--- src/rtl/tsa_pkg.sv ---
package tsa_pkg;
  typedef enum logic [2:0] {
    ST_IDLE,
    ST_XB,
    ST_WB,
    ST_TY,
    ST_TZA,
    ST_TZB,
    ST_FIN
  } tsa_state_t;
endpackage

--- src/rtl/tile_geom_decode.sv ---
module tile_geom_decode #(
  parameter int SW = 6
) (
  input  logic [11:0]   mode,
  output logic [SW-1:0] tp,
  output logic [SW-1:0] th,
  output logic [SW-1:0] td,
  output logic [SW-1:0] ts,
  output logic          wide
);
  localparam logic [3:0] NARROW_CODE = 4'hE;

  always_comb begin
    wide = (mode[3:0] != NARROW_CODE);
    tp   = wide ? SW'(6) : SW'(4);
    th   = SW'(mode[7:4]) + SW'(2);
    td   = SW'(mode[11:8]);
    ts   = tp + th + td;
  end
endmodule

--- src/rtl/seq_mul.sv ---
module seq_mul #(
  parameter int W = 32
) (
  input  logic         clk,
  input  logic         rst,
  input  logic         start,
  input  logic [W-1:0] a,
  input  logic [W-1:0] b,
  output logic         busy,
  output logic         done,
  output logic [W-1:0] p
);
  logic [W-1:0] acc, mcand, mplier;

  always_ff @(posedge clk) begin
    if (rst) begin
      busy   <= 1'b0;
      done   <= 1'b0;
      acc    <= '0;
      mcand  <= '0;
      mplier <= '0;
    end else begin
      done <= 1'b0;
      if (start) begin
        acc    <= '0;
        mcand  <= a;
        mplier <= b;
        busy   <= 1'b1;
      end else if (busy) begin
        if (mplier == '0) begin
          busy <= 1'b0;
          done <= 1'b1;
        end else begin
          if (mplier[0]) acc <= acc + mcand;
          mcand  <= mcand << 1;
          mplier <= mplier >> 1;
        end
      end
    end
  end

  assign p = acc;

  a_r4_mul_done_single: assert property (@(posedge clk) disable iff (rst)
    done |=> !done);
  a_r4_mul_done_idle: assert property (@(posedge clk) disable iff (rst)
    done |-> !busy);
endmodule

--- src/rtl/tiled_surf_addr.sv ---
module tiled_surf_addr #(
  parameter int XW = 19,
  parameter int YW = 13,
  parameter int ZW = 12,
  parameter int BW = 8,
  parameter int HW = 8
) (
  input  logic          clk,
  input  logic          rst,
  input  logic          start,
  input  logic [11:0]   tile_mode,
  input  logic [XW-1:0] surf_w,
  input  logic [YW-1:0] surf_h,
  input  logic [XW-1:0] org_x,
  input  logic [YW-1:0] org_y,
  input  logic [ZW-1:0] org_z,
  input  logic [BW-1:0] bpp,
  input  logic [31:0]   base_lo,
  input  logic [HW-1:0] base_hi,
  output logic          busy,
  output logic          done,
  output logic [31:0]   addr_lo,
  output logic [31:0]   addr_hi_cfg,
  output logic [31:0]   pitch,
  output logic [31:0]   ytile,
  output logic          wide_row
);
  import tsa_pkg::*;

  localparam int DW = 32;
  localparam int SW = 6;
  localparam int HI_POS = 16;

  tsa_state_t state;
  logic [11:0]   tm_q;
  logic [XW-1:0] w_q, x_q;
  logic [YW-1:0] h_q, y_q;
  logic [ZW-1:0] z_q;
  logic [BW-1:0] bpp_q;
  logic [31:0]   blo_q;
  logic [HW-1:0] bhi_q;

  logic [DW-1:0] xb_q, ntx_q, tyn_q, tzn_q;
  logic          kick;

  logic [SW-1:0] tp, th, td, ts;
  logic          wide;

  tile_geom_decode #(.SW(SW)) u_dec (
    .mode(tm_q), .tp(tp), .th(th), .td(td), .ts(ts), .wide(wide)
  );

  logic [DW-1:0] mul_a, mul_b, mul_p;
  logic          mul_busy, mul_done;

  seq_mul #(.W(DW)) u_mul (
    .clk(clk), .rst(rst), .start(kick), .a(mul_a), .b(mul_b),
    .busy(mul_busy), .done(mul_done), .p(mul_p)
  );

  // tile geometry derived from latched inputs
  logic [DW-1:0] mask_p, mask_h, mask_d, rows_h;
  logic [DW-1:0] txo, tx, tyo, ty, tzo, tz, nty;
  logic [DW-1:0] intra, tidx, toff, yz_fld;
  logic [DW:0]   sum_lo;
  logic [HW-1:0] hi_byte;

  always_comb begin
    rows_h = DW'(1) << th;
    mask_p = (DW'(1) << tp) - DW'(1);
    mask_h = rows_h - DW'(1);
    mask_d = (DW'(1) << td) - DW'(1);
    txo    = xb_q & mask_p;
    tx     = xb_q >> tp;
    tyo    = DW'(y_q) & mask_h;
    ty     = DW'(y_q) >> th;
    tzo    = DW'(z_q) & mask_d;
    tz     = DW'(z_q) >> td;
    nty    = (DW'(h_q) + mask_h) >> th;
    intra  = txo + (tyo << tp) + (tzo << (tp + th));
    tidx   = tzn_q + tyn_q + tx;
    toff   = tidx << ts;
    sum_lo = {1'b0, blo_q} + {1'b0, intra + toff};
    hi_byte = bhi_q + HW'(sum_lo[DW]);
    yz_fld = (DW'(1) << (th - SW'(2))) << td;
  end

  always_comb begin
    unique case (state)
      ST_XB:   begin mul_a = DW'(x_q); mul_b = DW'(bpp_q); end
      ST_WB:   begin mul_a = DW'(w_q); mul_b = DW'(bpp_q); end
      ST_TY:   begin mul_a = ty;       mul_b = ntx_q;      end
      ST_TZA:  begin mul_a = tz;       mul_b = nty;        end
      ST_TZB:  begin mul_a = tzn_q;    mul_b = ntx_q;      end
      default: begin mul_a = '0;       mul_b = '0;         end
    endcase
  end

  always_ff @(posedge clk) begin
    if (rst) begin
      state <= ST_IDLE;
      kick  <= 1'b0;
      done  <= 1'b0;
      tm_q <= '0; w_q <= '0; x_q <= '0; h_q <= '0; y_q <= '0;
      z_q <= '0; bpp_q <= '0; blo_q <= '0; bhi_q <= '0;
      xb_q <= '0; ntx_q <= '0; tyn_q <= '0; tzn_q <= '0;
      addr_lo <= '0; addr_hi_cfg <= '0; pitch <= '0; ytile <= '0;
      wide_row <= 1'b0;
    end else begin
      kick <= 1'b0;
      done <= 1'b0;
      unique case (state)
        ST_IDLE: if (start) begin
          tm_q <= tile_mode; w_q <= surf_w; h_q <= surf_h;
          x_q <= org_x; y_q <= org_y; z_q <= org_z;
          bpp_q <= bpp; blo_q <= base_lo; bhi_q <= base_hi;
          state <= ST_XB;
          kick  <= 1'b1;
        end
        ST_XB: if (mul_done) begin
          xb_q <= mul_p; state <= ST_WB; kick <= 1'b1;
        end
        ST_WB: if (mul_done) begin
          ntx_q <= (mul_p + mask_p) >> tp; state <= ST_TY; kick <= 1'b1;
        end
        ST_TY: if (mul_done) begin
          tyn_q <= mul_p; state <= ST_TZA; kick <= 1'b1;
        end
        ST_TZA: if (mul_done) begin
          tzn_q <= mul_p; state <= ST_TZB; kick <= 1'b1;
        end
        ST_TZB: if (mul_done) begin
          tzn_q <= mul_p; state <= ST_FIN;
        end
        default: begin
          addr_lo     <= sum_lo[DW-1:0];
          addr_hi_cfg <= (DW'(hi_byte) << HI_POS) | yz_fld;
          pitch       <= (ntx_q - DW'(1)) << ts;
          ytile       <= (rows_h << 12) | (rows_h - tyo);
          wide_row    <= wide;
          done        <= 1'b1;
          state       <= ST_IDLE;
        end
      endcase
    end
  end

  assign busy = (state != ST_IDLE);

  a_r9_done_single: assert property (@(posedge clk) disable iff (rst)
    done |=> !done);
  a_r9_done_not_busy: assert property (@(posedge clk) disable iff (rst)
    done |-> !busy);
  a_r9_hold_when_idle: assert property (@(posedge clk) disable iff (rst)
    (!busy && !start) |=> ($stable(addr_lo) && $stable(addr_hi_cfg) &&
                           $stable(pitch) && $stable(ytile) && $stable(wide_row)));
  a_r2_wide_flag: assert property (@(posedge clk) disable iff (rst)
    done |-> (wide_row == (tm_q[3:0] != 4'hE)));
  a_r8_ytile_nonzero: assert property (@(posedge clk) disable iff (rst)
    done |-> (ytile != '0));
endmodule

--- config.mk ---
export PLATFORM = sky130hd
export DESIGN_NAME = tiled_surf_addr
export DESIGN_NICKNAME = d
export VERILOG_FILES = /design/src/rtl/tsa_pkg.sv /design/src/rtl/tile_geom_decode.sv /design/src/rtl/seq_mul.sv /design/src/rtl/tiled_surf_addr.sv
export SDC_FILE = /design/constraint.sdc
export NUM_CORES = 2
export LEC_CHECK = 0
export CORE_MARGIN = 3
export CORE_UTILIZATION = 55
export DETAILED_ROUTE_END_ITERATION = 6
export HOLD_SLACK_MARGIN = 0.12
export PLACE_DENSITY = 0.79
export SLEW_MARGIN = 20
export SYNTH_ARGS = -nofsm -noshare
export SYNTH_HDL_FRONTEND = slang
export SYNTH_SLANG_ARGS = --single-unit
export TNS_END_PERCENT = 30
--- constraint.sdc ---
create_clock -name clk -period 19.5 [get_ports clk]
set_input_delay 5.85 -clock clk [delete_from_list [all_inputs] [get_ports clk]]
set_output_delay 5.85 -clock clk [all_outputs]
set_load 0.02 [all_outputs]
# --- After elaboration in Yosys (flattened, before gate mapping) ---
# Index checks and enable logic that the tools add are counted.
word_totals:
  register_bits: 496
  input_bits: 139
  out_inout_bits: 131
  elab_cells: 122
classes:
  add_sub_neg: 19
  eq_ne: 13
  n_shift: 14
  muxes: 24
  n_bitwise: 7
  n_reduce_logical: 19
op_table:
  columns: ["operator", "count"]
  rows:
  - ["32-bit adder", 7]
  - ["32-bit two-way mux", 6]
  - ["32-bit case mux with 5 select lines", 1]
  - ["32-bit by 6-bit << shifter with 32-bit output", 4]
  - ["32-bit case mux with 3 select lines", 1]
  - ["1-bit by 6-bit << shifter with 32-bit output (first input constant)", 3]
  - ["32-bit by 6-bit right shift with 32-bit output", 3]
  - ["32-bit by 1-bit subtractor with 32-bit output (second input constant)", 2]
  - ["32-bit by 2-bit subtractor with 32-bit output (second input constant)", 2]
  - ["32-bit by 32-bit adder with 33-bit output", 1]
  - ["13-bit by 32-bit adder with 32-bit output", 1]
  - ["12-bit by 32-bit AND with 32-bit output", 1]
  - ["13-bit by 32-bit AND with 32-bit output", 1]
  - ["32-bit AND", 1]
  - ["32-bit zero test", 1]
  - ["24-bit by 32-bit OR with 32-bit output", 1]
  - ["32-bit OR", 1]
  - ["1-bit by 4-bit << shifter with 32-bit output (first input constant)", 1]
  - ["32-bit by 4-bit << shifter with 32-bit output", 1]
  - ["12-bit by 4-bit right shift with 32-bit output", 1]
  - ["13-bit by 6-bit right shift with 32-bit output", 1]
  - ["32-bit subtractor", 1]
  - ["3-bit two-way mux", 6]
  - ["3-bit case mux with 6 select lines", 1]
  - ["25 further kinds", 47]

# --- Logic depth before layout (Yosys ltp) ---
logic_depth:
  depth_word: 11
  mapped_depth: 55
  mapped_depth_nobuf: 51

# --- Hierarchy ---
# Synthesis repeated with hierarchy kept, for this count alone.
hier_totals:
  cells_unflattened: 6352
  hier_area_um2: 45585.0
modules_own_cells:
  columns: ["module", "n_inst", "cells_per_inst", "area_each_um2", "seq_area_each_um2"]
  rows:
  - ["tiled_surf_addr", 1, 5575, 39402.8, 7967.6]
  - ["seq_mul", 1, 733, 5823.1, 1961.9]
  - ["tile_geom_decode", 1, 44, 359.1, 0.0]

# --- Worst setup path before layout ---
# Ideal clock, no wire load.
synth_path:
  path_type: "register to register"
  startpoint: "register tm_q[0]"
  endpoint: "register addr_hi_cfg[23]"
  setup_time_ps: 128
  arrival_time_ps: 11042
  required_time_ps: 19372
  slack_ps: 8331
  stages_incl_launch_ff: 55
  path_buffers: 7
  synth_period_minus_slack_ps: 11169
  path_cell_list: "dfxtp_1 and4b_1 inv_1 clkbuf_1 clkbuf_1 buf_1 clkbuf_1 ha_1 inv_1 ha_1 xor2_1 clkinv_1 clkbuf_1 ha_1 o21ai_0 nand2b_1 xnor2_1 clkbuf_1 (+19 left out) ha_1 nand2_1 or4_1 a2bb2oi_1 a31o_2 o21ai_0 nand3_1 a32o_1 o21ai_0 ha_1 and3_1 and3_1 nand3_1 xnor2_1 a221oi_1 nor2_1 a21oi_1 nor2_1"
synth_via:
  elab_chain_len: 11
  elab_cells_between_ends: 18
  cone_classes: "add/sub (9); eq/ne (1); shift (5); mux (1); bitwise (2)"
synth_rtl:
  columns: ["item", "line_no", "source"]
  rows:
  - ["start, declared", "tiled_surf_addr.sv:35", "logic [11:0] tm_q;"]
  - ["start signal, assigned", "tiled_surf_addr.sv:114", "tm_q <= tile_mode; w_q <= surf_w; h_q <= surf_h;"]
  - ["4-bit inequality test *", "tile_geom_decode.sv:14", "wide = (mode[3:0] != NARROW_CODE);"]
  - ["2-bit two-way mux *", "tile_geom_decode.sv:15", "tp = wide ? SW'(6) : SW'(4);"]
  - ["1-bit by 6-bit << shifter with 32-bit output", "tiled_surf_addr.sv:70", "mask_p = (DW'(1) << tp) - DW'(1);"]
  - ["32-bit by 2-bit subtractor with 32-bit output", "tiled_surf_addr.sv:70", null]
  - ["32-bit AND", "tiled_surf_addr.sv:73", "txo = xb_q & mask_p;"]
  - ["32-bit adder (2 in series)", "tiled_surf_addr.sv:80", "intra = txo + (tyo << tp) + (tzo << (tp + th));"]
  - ["32-bit adder *", "tiled_surf_addr.sv:83", "sum_lo = {1'b0, blo_q} + {1'b0, intra + toff};"]
  - ["32-bit by 32-bit adder with 33-bit output *", "tiled_surf_addr.sv:83", null]
  - ["8-bit by 1-bit adder with 8-bit output *", "tiled_surf_addr.sv:84", "hi_byte = bhi_q + HW'(sum_lo[DW]);"]
  - ["24-bit by 32-bit OR with 32-bit output *", "tiled_surf_addr.sv:137", "addr_hi_cfg <= (DW'(hi_byte) << HI_POS) | yz_fld;"]
  - ["end signal, assigned", "tiled_surf_addr.sv:137", null]
  - ["end, declared", "tiled_surf_addr.sv:23", "output logic [31:0] addr_hi_cfg,"]
# Mark *: on every way between the ends. The rest lies on a longest branch, timed or not.
# A chain may end at the register's enable or synchronous reset.

# --- Final worst setup path ---
layout_path:
  startpoint: "register tm_q[5]"
  endpoint: "register addr_hi_cfg[23]"
layout_via:
  elab_chain_len: 11
  elab_cells_between_ends: 18
  cone_classes: "add/sub (10); shift (6); bitwise (2)"
layout_rtl:
  columns: ["item", "line_no", "source"]
  rows:
  - ["4-bit by 2-bit adder with 5-bit output *", "tile_geom_decode.sv:16", "th = SW'(mode[7:4]) + SW'(2);"]
  - ["1-bit by 6-bit << shifter with 32-bit output", "tiled_surf_addr.sv:69", "rows_h = DW'(1) << th;"]
  - ["32-bit by 1-bit subtractor with 32-bit output", "tiled_surf_addr.sv:71", "mask_h = rows_h - DW'(1);"]
  - ["13-bit by 32-bit AND with 32-bit output", "tiled_surf_addr.sv:75", "tyo = DW'(y_q) & mask_h;"]
  - ["32-bit by 6-bit << shifter with 32-bit output", "tiled_surf_addr.sv:80", null]
  - ["32-bit adder (2 in series)", "tiled_surf_addr.sv:80", null]
  - ["32-bit adder", "tiled_surf_addr.sv:83", null]
  - ["32-bit by 32-bit adder with 33-bit output", "tiled_surf_addr.sv:83", null]
  - ["8-bit by 1-bit adder with 8-bit output", "tiled_surf_addr.sv:84", null]
  - ["24-bit by 32-bit OR with 32-bit output *", "tiled_surf_addr.sv:137", null]
# Marked as above.

==> results_dict.tcl <==
set metrics [dict create \
    drt_drc_violations_left 0 \
    critPathLaunchType "flop" \
    max_freq_ghz 0.07497 \
    finClkSkew_ns 0.04053 \
    period_minus_slack_ns 13.34 \
    setup_viol 0 \
    slew_viol_final 0 \
    initial_core_util 0.5573 \
    grt_pass1_wl_mm 206.8 \
    whs_ns 0.4520 \
    finish.utilization 0.6297 \
    met1Wirelength_mm 56.00 \
    end_kind "flop" \
    critPathKind "flop to flop" \
    netlist_area_mm2 0.03763 \
    synth_edf_count 0 \
    cp.depth 46 \
    clock-root-buffer "clkbuf_16" \
    worstMarginPinSlew_ns 1.119 \
    tritoncts "built" \
    highest_layer "met5" \
    pin_count 270 \
    first_pass_iters 6 \
    cap_violations 0 \
    fp.dieH_um 267.6 \
    r2r_cells 46 \
    syn-num-nets 5656 \
    path_delay_family "compound AO/OA/AOI/OAI gates" \
    antenna_found_initial 3 \
    synth_ff_type "dfxtp_1" \
    grt_pass1_vias 36245 \
    yosys-top-cells-area "dfxtp_1, nand2_1, a21oi_1" \
    cts_hold_buf 0 \
    cts_setup_buffers 0 \
    gr-usage-all-layers 0.3639 \
    synth_warnings 0 \
    crit_path_start "tm_q[5]$_SDFFE_PP0P_" \
    ys_seq_area_frac 0.2607 \
    nNetsFinal 5663 \
    numClockSinks 490 \
    wl_met3_mm 15.02 \
    dieWidth_um 267.6 \
    arrival_ns 13.83 \
    slowest_stage "ha_1" \
    rsz0062_at_grt "false" \
    gp_congestion 1.028 \
    place_hpwl_mm 100.4 \
    peakVddDrop_mv 0.05914 \
    synthArstFlopShare 0 \
    tns_ns 0 \
    max_stage_delay_ns 0.72 \
    ys_seq_elements 490 \
    dieArea_mm2 0.07159 \
    htree_levels 2 \
    finalWirelength_mm 135.5 \
    cp.required_ns 20.00 \
    outcome "finished, final reports clean" \
    crit_end "addr_hi_cfg[23]$_SDFFE_PP0P_" \
    first_iter_violations 5205 \
    crit_path_max_fanout 61 \
    cts_buffer_depth 3 \
    clk_latency_ns 0.65 \
    layout_common_cells "nand2_1, a21oi_1, nor2_1, dfxtp_1, clkdlybuf4s50_1" \
    p_leak_uw 0.01703 \
    syn_avg_cell_area_um2 7.134 \
    wl_met2_mm 59.49 \
    yosysTopAreaCellShare 0.2607 \
    power.density_mw_per_mm2 69.81 \
    path_common_cell "ha_1" \
    postRouteAntennaNets 0 \
    min_path_cells 2 \
    synth.largest_area_cell "dfxtp_1" \
    drive_above_1_share 0.05596 \
    grt_max_degree 104 \
    clkSlewWorstSetupHoldPaths_ns 0.07 \
    fin_crit_sh 0.6840 \
    regToRegStartpoint "tm_q[5]$_SDFFE_PP0P_" \
    core_mm2 0.06751 \
    vias 39730 \
    wl_per_cell_um 21.85 \
    reg2reg_to "addr_hi_cfg[23]$_SDFFE_PP0P_" \
    final_common_cell "nand2_1" \
    worst-path-buf-inv 6 \
    rows 95 \
    synthCells 5274 \
    slew_headroom 0.2539 \
    yosysUniqueCellTypes 104 \
    io_buffer_count 269 \
    hold_viol 0 \
    grt.overflow.total 0 \
    cts_buffers 53 \
    cts-resized-gates 0 \
    area_delta_synth_final_pct 13.00 \
    min_path_type "flop to flop" \
    drt-vias-per-instance 6.409 \
    reg2reg_slack_ns 6.16 \
]
==> kinds of logic (layout without fill, tap and decap cells) <==
logic type | Yosys count | after routing | share of synthesized area
AOI/OAI and AO/OA | 1517 | 1517 | 0.2529
xor gates and xnor gates | 161 | 161 | 0.03818
adders and majority gates | 243 | 243 | 0.09158
buffers and inverters | 530 | 581 | 0.05384
DFF | 490 | 490 | 0.2607
muxes | 179 | 179 | 0.05543
other | 0 | 1 | 0
and+or+nand+nor | 2154 | 2154 | 0.2474
==> layout make-up <==
cell class | instances | area, um2
Tap cell | 873 | 1092
Sequential cell | 490 | 9816
Fill cell | 6158 | 25000
Multi-Input combinational cell | 4254 | 25930
Timing Repair Buffer | 327 | 3133
Inverter | 155 | 581.8
Antenna cell | 1 | 2.502
Clock inverter | 29 | 420.4
Clock buffer | 70 | 1540
==> worst min path at each step <==
stage	slack, ns	to	start
6_report	0.45	addr_lo[11]$_SDFFE_PP0P_	addr_lo[11]$_SDFFE_PP0P_
5_1_grt	0.47	x_q[11]$_SDFFE_PP0P_	x_q[11]$_SDFFE_PP0P_
4_1_cts	0.45	addr_hi_cfg[14]$_SDFFE_PP0P_	addr_hi_cfg[14]$_SDFFE_PP0P_
3_5_place_dp	0.45	addr_lo[11]$_SDFFE_PP0P_	addr_lo[11]$_SDFFE_PP0P_
3_3_place_gp	0.44	addr_lo[27]$_SDFFE_PP0P_	addr_lo[27]$_SDFFE_PP0P_
2_1_floorplan	0.43	tm_q[2]$_SDFFE_PP0P_	tm_q[2]$_SDFFE_PP0P_
==> worst register-to-register path: cells and delay by family, from the launching register on <==
| family | cells | cell delay (ns) |
|---|---|---|
| adder cells (fa/ha/maj) | 7 | 3.06 |
| flip-flops | 1 | 0.31 |
| buffers and inverters | 6 | 1.68 |
| AO/OA/AOI/OAI | 16 | 3.74 |
| AND/OR/NAND/NOR | 12 | 2.98 |
| XOR/XNOR | 5 | 1.42 |
==> metal layers <==
layer,vias up,global-route usage
met2,1992,0.5659
met5,-,0
met4,4,0.1272
met1,18763,0.4986
li1,18636,-
met3,335,0.08002
==> sequential cells by signal, summed over array words and instances, names as in the netlist, 19 cells and up <==
name          flops
x_q              19
xb_q             32
pitch            32
u_mul.mplier     30
u_mul.mcand      32
addr_lo          32
ntx_q            28
tyn_q            32
w_q              19
blo_q            32
ytile            32
addr_hi_cfg      32
u_mul.p          32
tzn_q            32
==> power by group <==
part	total [uW]	switching [uW]	internal [uW]	leakage, uW
combinational	783	499	284	0.0121
sequential	1050	26.8	1030	0.00397
clock	1130	464	667	0.000967
==> per-stage QoR <==
stage / setup slack, ns / area, um2 / cells / power, uW
final: 6.162 / 42520 / 6199 / 2968
after global routing: 5.092 / 42520 / 6199 / 3088
after CTS: 5.906 / 42510 / 6198 / 2956
after detailed placement: 5.951 / 40550 / 6099 / 1835
after global placement: 6.177 / 40550 / 6099 / 1830
after floorplan: 8.331 / 37630 / 5274 / 1620
==> cell usage after synthesis, drive strengths merged (14+ instances only) <==
master,count
a21o,70
nor3,153
o21a,27
o21ai,250
xnor2,106
and3,33
mux2i,124
nand2b,45
nand2,1071
nand4,20
a22o,15
a22oi,51
buf,60
or3,22
a221oi,20
and2,42
o21bai,14
a311oi,24
nor2,518
inv,149
clkbuf,315
nor4,33
a31oi,41
xor2,55
dfxtp,490
o221ai,16
o211ai,41
a211o,17
or2,23
nand3,112
o31ai,24
o22a,21
a21oi,649
a211oi,79
a21boi,14
ha,189
nor2b,33
o22ai,26
mux4,20
fa,54
mux2,35
Note: power is estimated with default switching activity, not from simulation.
